File: src/rtl/txdma_pkg.sv
package txdma_pkg;
  typedef enum logic [1:0] {ST_IDLE, ST_FETCH, ST_SEND} txState_e;

  typedef struct packed {
    logic loadAddr;
    logic loadLen;
    logic captureWord;
    logic byteSent;
    logic setDone;
    logic clearDone;
  } dpStrobe_t;

  localparam logic [1:0] OFS_ADDR = 2'd0;
  localparam logic [1:0] OFS_LEN  = 2'd1;
  localparam logic [1:0] OFS_STAT = 2'd2;
endpackage

File: src/rtl/txdma_ctrl.sv
module txdma_ctrl
  import txdma_pkg::*;
#(
  parameter int DATA_W = 32,
  parameter int LEN_W  = 11
) (
  input  logic              clk,
  input  logic              rstN,
  input  logic              regWrEn,
  input  logic [1:0]        regWrAddr,
  input  logic [DATA_W-1:0] regWrData,
  input  logic              memValid,
  input  logic              txReady,
  input  logic              remOne,
  input  logic              wordEnd,
  output dpStrobe_t         strb,
  output logic              memReq,
  output logic              txValid,
  output logic              engineIdle
);
  txState_e state, nextState;
  logic lenNonZero;

  assign lenNonZero = |regWrData[LEN_W-1:0];
  assign engineIdle = (state == ST_IDLE);
  assign memReq     = (state == ST_FETCH);
  assign txValid    = (state == ST_SEND);

  always_comb begin
    nextState = state;
    strb = '0;
    strb.clearDone = regWrEn && (regWrAddr == OFS_STAT) && regWrData[1];
    case (state)
      ST_IDLE: begin
        strb.loadAddr = regWrEn && (regWrAddr == OFS_ADDR);
        if (regWrEn && (regWrAddr == OFS_LEN) && lenNonZero) begin
          strb.loadLen = 1'b1;
          nextState = ST_FETCH;
        end
      end
      ST_FETCH: begin
        if (memValid) begin
          strb.captureWord = 1'b1;
          nextState = ST_SEND;
        end
      end
      ST_SEND: begin
        if (txReady) begin
          strb.byteSent = 1'b1;
          if (remOne) begin
            strb.setDone = 1'b1;
            nextState = ST_IDLE;
          end else if (wordEnd) begin
            nextState = ST_FETCH;
          end
        end
      end
      default: nextState = ST_IDLE;
    endcase
  end

  always_ff @(posedge clk) begin
    if (!rstN) state <= ST_IDLE;
    else       state <= nextState;
  end


  fetch_hold_chk: assert property (@(posedge clk) disable iff (!rstN)
    memReq && !memValid |=> memReq);


  start_leaves_idle_chk: assert property (@(posedge clk) disable iff (!rstN)
    engineIdle && regWrEn && (regWrAddr == OFS_LEN) && lenNonZero |=> memReq);
endmodule

File: src/rtl/txdma_dp.sv
module txdma_dp
  import txdma_pkg::*;
#(
  parameter int ADDR_W = 32,
  parameter int DATA_W = 32,
  parameter int LEN_W  = 11
) (
  input  logic              clk,
  input  logic              rstN,
  input  dpStrobe_t         strb,
  input  logic [DATA_W-1:0] regWrData,
  input  logic [1:0]        regRdAddr,
  input  logic [DATA_W-1:0] memRdData,
  input  logic              engineIdle,
  input  logic              txValid,
  input  logic              txReady,
  output logic [DATA_W-1:0] regRdData,
  output logic [ADDR_W-1:0] memAddr,
  output logic [7:0]        txData,
  output logic              txLast,
  output logic              remOne,
  output logic              wordEnd
);
  localparam int LANES = DATA_W / 8;
  localparam int IDX_W = (LANES > 1) ? $clog2(LANES) : 1;

  logic [ADDR_W-1:0] addrReg, wordPtr;
  logic [DATA_W-1:0] wordBuf;
  logic [IDX_W-1:0]  byteIdx;
  logic [LEN_W-1:0]  remaining;
  logic              doneFlag;
  logic [7:0]        lane [LANES];

  for (genvar g = 0; g < LANES; g++) begin : g_lane
    assign lane[g] = wordBuf[8*g +: 8];
  end

  assign txData  = lane[byteIdx];
  assign remOne  = (remaining == LEN_W'(1));
  assign wordEnd = (byteIdx == IDX_W'(LANES-1));
  assign txLast  = txValid && remOne;
  assign memAddr = wordPtr;

  always_ff @(posedge clk) begin
    if (!rstN) begin
      addrReg   <= '0;
      wordPtr   <= '0;
      wordBuf   <= '0;
      byteIdx   <= '0;
      remaining <= '0;
      doneFlag  <= 1'b0;
    end else begin
      if (strb.loadAddr)
        addrReg <= {regWrData[ADDR_W-1:IDX_W], {IDX_W{1'b0}}};
      if (strb.loadLen) begin
        remaining <= regWrData[LEN_W-1:0];
        wordPtr   <= addrReg;
        byteIdx   <= '0;
      end
      if (strb.captureWord)
        wordBuf <= memRdData;
      if (strb.byteSent) begin
        remaining <= remaining - LEN_W'(1);
        byteIdx   <= byteIdx + IDX_W'(1);
        if (wordEnd)
          wordPtr <= wordPtr + ADDR_W'(LANES);
      end
      if (strb.setDone)        doneFlag <= 1'b1;
      else if (strb.clearDone) doneFlag <= 1'b0;
    end
  end

  always_comb begin
    case (regRdAddr)
      OFS_ADDR: regRdData = DATA_W'(addrReg);
      OFS_LEN:  regRdData = DATA_W'(remaining);
      OFS_STAT: regRdData = DATA_W'({doneFlag, engineIdle});
      default:  regRdData = '0;
    endcase
  end


  stall_hold_chk: assert property (@(posedge clk) disable iff (!rstN)
    txValid && !txReady |=> txValid && $stable(txData) && $stable(txLast));


  count_step_chk: assert property (@(posedge clk) disable iff (!rstN)
    txValid && txReady |=> remaining == $past(remaining) - LEN_W'(1));


  last_ends_frame_chk: assert property (@(posedge clk) disable iff (!rstN)
    txValid && txReady && txLast |=> engineIdle);


  done_rise_chk: assert property (@(posedge clk) disable iff (!rstN)
    $rose(doneFlag) |-> $past(txValid && txReady && txLast));


  addr_hold_chk: assert property (@(posedge clk) disable iff (!rstN)
    !engineIdle && !txValid && !strb.captureWord |=> $stable(memAddr));


  idle_empty_chk: assert property (@(posedge clk) disable iff (!rstN)
    engineIdle |-> remaining == '0);
endmodule

File: src/rtl/txdma_top.sv
module txdma_top
  import txdma_pkg::*;
#(
  parameter int ADDR_W = 32,
  parameter int DATA_W = 32,
  parameter int LEN_W  = 11
) (
  input  logic              clk,
  input  logic              rstN,
  input  logic              regWrEn,
  input  logic [1:0]        regWrAddr,
  input  logic [DATA_W-1:0] regWrData,
  input  logic [1:0]        regRdAddr,
  output logic [DATA_W-1:0] regRdData,
  output logic              memReq,
  output logic [ADDR_W-1:0] memAddr,
  input  logic              memValid,
  input  logic [DATA_W-1:0] memRdData,
  output logic [7:0]        txData,
  output logic              txValid,
  output logic              txLast,
  input  logic              txReady
);
  dpStrobe_t strb;
  logic remOne, wordEnd, engineIdle;

  txdma_ctrl #(.DATA_W(DATA_W), .LEN_W(LEN_W)) u_ctrl (
    .clk(clk), .rstN(rstN), .regWrEn(regWrEn), .regWrAddr(regWrAddr),
    .regWrData(regWrData), .memValid(memValid), .txReady(txReady),
    .remOne(remOne), .wordEnd(wordEnd), .strb(strb), .memReq(memReq),
    .txValid(txValid), .engineIdle(engineIdle)
  );

  txdma_dp #(.ADDR_W(ADDR_W), .DATA_W(DATA_W), .LEN_W(LEN_W)) u_dp (
    .clk(clk), .rstN(rstN), .strb(strb), .regWrData(regWrData),
    .regRdAddr(regRdAddr), .memRdData(memRdData), .engineIdle(engineIdle),
    .txValid(txValid), .txReady(txReady), .regRdData(regRdData),
    .memAddr(memAddr), .txData(txData), .txLast(txLast),
    .remOne(remOne), .wordEnd(wordEnd)
  );
endmodule

File: config.mk
export PLATFORM = sky130hd
export DESIGN_NAME = txdma_top
export DESIGN_NICKNAME = d
export VERILOG_FILES = /design/src/rtl/txdma_pkg.sv /design/src/rtl/txdma_ctrl.sv /design/src/rtl/txdma_dp.sv /design/src/rtl/txdma_top.sv
export SDC_FILE = /design/constraint.sdc
export NUM_CORES = 1
export LEC_CHECK = 0
export ABC_AREA = 0
export ABC_CLOCK_PERIOD_IN_PS = 1630
export BUFFER_PORTS_ARGS = -buffer_cell sky130_fd_sc_hd__buf_4
export CORE_UTILIZATION = 47
export DETAILED_ROUTE_END_ITERATION = 10
export PLACE_DENSITY = 0.87
export SETUP_SLACK_MARGIN = 0.2
export SLEW_MARGIN = 20
export SYNTH_ARGS = -nofsm -noshare
export SYNTH_HDL_FRONTEND = slang
export SYNTH_SLANG_ARGS = --single-unit
File: constraint.sdc
create_clock -name clk -period 1.63 [get_ports clk]
set_input_delay 0.2445 -clock clk [delete_from_list [all_inputs] [get_ports clk]]
set_output_delay 0.2445 -clock clk [all_outputs]
set_load 0.05 [all_outputs]
# Yosys cells after proc, flatten, opt, wreduce, memory -nomap -nowiden

Cells that the tools add are included.

Bits in registers: 110
Input bits: 73
Output and inout port bits: 75
Word-level logic and storage cells: 63

Add/sub/neg operators: 3
Magnitude comparators: 1
Eq/ne operators: 12
Muxes and demuxes: 26
Bitwise operators: 1
Reduce and logical (&&, ||, !) cells: 13

Operator list:

| kind                  | number |
|---|---|
| $mux 32               | 3 |
| $pmux 32 s3           | 1 |
| $add 32x3->32 const B | 1 |
| $mux 11               | 2 |
| $mux 2                | 10 |
| $bmux 8 s2            | 1 |
| $mux 8                | 2 |
| $eq 11x1->1 const B   | 1 |
| $reduce_or 11->1      | 1 |
| $sub 11x1->11 const B | 1 |
| $eq 2x2->1 const B    | 4 |
| $eq 2x1->1 const B    | 3 |
| $logic_and 1x1->1     | 6 |
| $logic_not 2->1       | 3 |
| $mux 1                | 6 |
| $pmux 2 s3            | 1 |
| $ne 2x2->1 const B    | 2 |
| $reduce_and 4->1      | 1 |
| $reduce_bool 2->1     | 2 |
| $ge 3x3->1 const B    | 1 |
| $ne 3x3->1 const B    | 1 |
| $not 2->3             | 1 |
| $add 2x1->2 const B   | 1 |
| $ne 2x1->1 const B    | 1 |

# Longest topological paths before layout

Word-level depth: 8
Gate-level depth with buffers: 8
Gate-level depth less buffers: 6

# Cells and area by module

From an unflattened synthesis, not the netlist that was laid out.

Cells, all modules: 610
Area, all modules: 5522.8 µm²

Modules (own cells, without submodules):

| module     | instances | cells an instance | area an instance (µm²) | sequential area each (µm²) |
|---|---|---|---|---|
| txdma_dp   | 1         | 588               | 5333.9                 | 2162.1 |
| txdma_ctrl | 1         | 22                | 188.9                  | 40.0 |

# Worst setup path after synthesis

No wires, ideal clock.

Path kind: register to output
Start: reg u_dp.remaining[2]
End: out txLast
Arrival time: 2.248 ns
Required time: 1.385 ns
Setup slack: -0.862 ns
Stages on the path, launching flop included: 4
Path buffers: 0
Path through: dfxtp_1 nor4_1 nand4b_1 nor3b_1

Longest elaborated chain between the ends: 2

RTL lines:

| what                     | line            | source |
|---|---|---|
| start: declaration       | txdma_dp.sv:30  | `logic [LEN_W-1:0] remaining;` |
| start signal: assignment | txdma_dp.sv:56  | `remaining <= regWrData[LEN_W-1:0];` |
| start signal: assignment | txdma_dp.sv:63  | `remaining <= remaining - LEN_W'(1);` |
| $eq 11x1->1              | txdma_dp.sv:39  | `assign remOne = (remaining == LEN_W'(1));` |
| $logic_and 1x1->1        | txdma_dp.sv:41  | `assign txLast = txValid && remOne;` |
| end: declaration         | txdma_top.sv:21 | `output logic txLast,` |

No other way between the ends.

# Worst setup path in the final report

Start: reg u_dp.remaining[6]
End: out txLast

Same word-level chain as after synthesis.

==> results.md <==
* Status: complete, but fails checks
* Failing checks: setup timing
* Worst path arrival time at roughly 1.8 ns
* Total number of vias at roughly 7500
* Most frequent cells in the layout: 192 x buf_4, 87 x nand2_1, 66 x dfxtp_1
* FF+latch count, synth at between 100 and 150
* Crit. End Element: output pin
* Final Setup Violations at 91
* Post-Layout Cell Count at 1076
* Worst-Skew Late Latency at roughly 0.37 ns
* Crit path max fanout at 2
* Total Wirelength at 29680 µm
* Area Growth Syn to Fin at 87.00%
* # clock sinks at 110
* Post-synth EDFFs at 0
* Via density at 6.965
* IO Count at about 150
* Synth unique cells at 51
* RSZ-0062 raised after global routing: yes
* Worst vdd ir at 0.8555 mV
* CTS root buf: clkbuf_16
* Multi-input gate area at 0.004279 mm²
* Async SR Flop Fraction at 0
* # DRC at 0
* Placed insts at just under 1000
* Detailed placement HPWL at between 10000 and 15000 µm
* Mapped Avg Cell Area at 7.869 µm²
* Fin. max-slew vios at 0
* Clk slew on worst S/H paths at 0.09 ns
* Most common cell after layout, fill and taps aside: buf_4
* Starting Density at 0.4857
* Worst Skew at 0.01206 ns
* Layout cell share with drive strength beyond 1 at 0.6210
* Clk network pwr share at 0.368
* Core region area at 0.01094 mm²
* Pin slew with the least headroom to its limit at 0.4908 ns
* Final Wtd Congestion at 0.8790
* GRT Util Overall at 0.3336
* Final antenna-violating net count at 0
* Power Density at 638.9 mW/mm²
* # fillers at 352
* Hold WC Path Type: in -> reg
* Dpl ws at -0.1224 ns
* Sw Ratio at 0.3150
* Num CTS Buffers at 9
* Worst Path Class, Setup: reg -> out
* Critical path data required time at 1.39 ns
* Die ar. at ~0.012 mm²
* Post-layout min period at 1.996 ns
* Max_slew headroom at 0.6716
* Routed WL per cell at 27.58 µm
* Synth Instances at a little under 700
* Register area at 0.002325 mm²
* CTS H-tree depth at 3
* Cts hold-fix bufs at 0
* Post-Syn Area at approximately 0.0053 mm²
* Sequential fraction of design power at 0.439
* Die height at 108.3 µm
* Rows at 38
* Hold Vio Cnt, Final at 0
* Fmax at approximately 0.5 GHz
* Internal at 0.004347 W
* # Max-Cap Violations at 0
* Synth Flop Type: dfxtp_1
* Nets at 1006
* Seq/Total Area, Yosys at 0.4146
* CP Launch Type: flop
* Die width at 108.3 µm
* First-pass GRT wire length at 30120 µm
* Final WS setup at -0.3657 ns
* TritonCTS clock tree: yes
* Largest net degree at the start of global routing at 54
* PortBufs at 147
* DR iter-0 viols at between 1000 and 1500
* Pleak at 4.037 nW
* Clk buf depth at 2
* Core Util, Final at 0.9082
* Synthesis Warnings at 0
* NetSw at 0.001999 W
* Pwr Total at 0.006346 W
* Initial antenna violation count at 2
* Tcrit/Tclk final at 1.224
* Setup tns final at -10.79 ns
* 1st-pass router iterations at 6
* Logic gate share of total power at 0.192
* Number of global-route vias before repair at 6055
* Syn_nets at 752
* Total gr overflow at 0
layer usage:
metal	wire, µm	GRT usage	vias to the layer above
li1	-	-	2931
met1	9653	0.3956	3453
met2	13280	0.5660	785
met3	3673	0.07113	323
met4	3015	0.1737	2
met5	53	0	-
power groups by stage:
stage / logic, W / registers (W) / clock network, W
2_1_floorplan: 0.000354 / 0.00284 / 0
3_3_place_gp: 0.000698 / 0.00282 / 0
3_5_place_dp: 0.000711 / 0.00283 / 0
4_1_cts: 0.000862 / 0.00277 / 0.00225
5_1_grt: 0.00125 / 0.00279 / 0.00245
6_report: 0.00122 / 0.00279 / 0.00234
layout make-up:
| class | count | share of cell area |
|---|---|---|
| well taps | 140 | 0.01764 |
| diodes | 2 | 0.0005039 |
| inverters | 6 | 0.002268 |
| repair buffers | 288 | 0.2843 |
| flip-flops and latches | 110 | 0.2341 |
| clock buffers | 9 | 0.02268 |
| clock inverters | 7 | 0.007685 |
| multi-input cells | 514 | 0.4308 |
flip-flops by register name (all words and copies together), names as in the netlist:
register,cells
u_dp.memAddr,32
u_dp.wordBuf,32
u_dp.addrReg,30
u_dp.remaining,11
u_ctrl.state,2
u_dp.byteIdx,2
u_dp.doneFlag,1
cell usage after synthesis (all sizes together), types with 3 or more instances:
library cell,count,area share
a21oi,101,0.095
a2bb2oi,11,0.018
a31oi,10,0.012
a32oi,3,0.0049
and2,25,0.029
and3,13,0.015
buf,7,0.0061
clkbuf,38,0.027
dfxtp,110,0.41
ha,4,0.0094
inv,6,0.0042
mux2i,9,0.017
mux4,8,0.034
nand2,152,0.11
nand3,37,0.035
nand4,17,0.024
nand4b,3,0.0078
nor2,38,0.027
nor2b,4,0.0047
nor3,7,0.0066
nor3b,3,0.0042
nor4,11,0.019
o211ai,5,0.0071
o21a,3,0.0042
o21ai,15,0.014
o22ai,3,0.0035
o31a,4,0.0066
or3,6,0.0071
or4,3,0.0042
worst max-delay path, cell delays in order, from the launching register on:
cell,delay (ns)
dfxtp_2,0.35
nor4_4,0.34
nand4b_1,0.26
nor3b_4,0.25
buf_6,0.18
cell families after synthesis:
group / after synthesis / share of synthesized area
simple gates: 324 / 0.2989
compound gates: 168 / 0.1873
flops: 110 / 0.4146
buf+inv: 51 / 0.03722
mux: 17 / 0.05088
fa+ha+maj: 4 / 0.009423
xor+xnor: 1 / 0.001649
per-stage QoR:
| step | area (µm²) | hold slack [ns] |
|---|---|---|
| global placement | 7278 | 0.4383 |
| floorplan | 5670 | 0.3805 |
| detailed placement | 7278 | 0.4463 |
| global route | 9930 | 0.1172 |
| CTS | 8487 | 0.1222 |
| finish | 9932 | 0.1156 |
what timing repair did:
item	in CTS	in global routing
setup endpoints to repair	69	115
cloned	2	9
pin swaps	59	120
resized for setup	149	245
buffers inserted	33	31
final timing paths:
kind	start	to	slack, ns	cells after the start
hold reg to reg	u_dp.wordBuf[14]$_SDFFE_PN0P_	u_dp.wordBuf[14]$_SDFFE_PN0P_	0.48	2
setup / recovery	u_dp.remaining[6]$_SDFFE_PN0P_	txLast	-0.37	4
setup reg to reg	u_dp.remaining[6]$_SDFFE_PN0P_	u_ctrl.state[0]$_SDFFE_PN0P_	-0.31	8
hold / removal	memRdData[30]	u_dp.wordBuf[30]$_SDFFE_PN0P_	0.12	3
No activity file was read; power rests on OpenSTA's default activity.
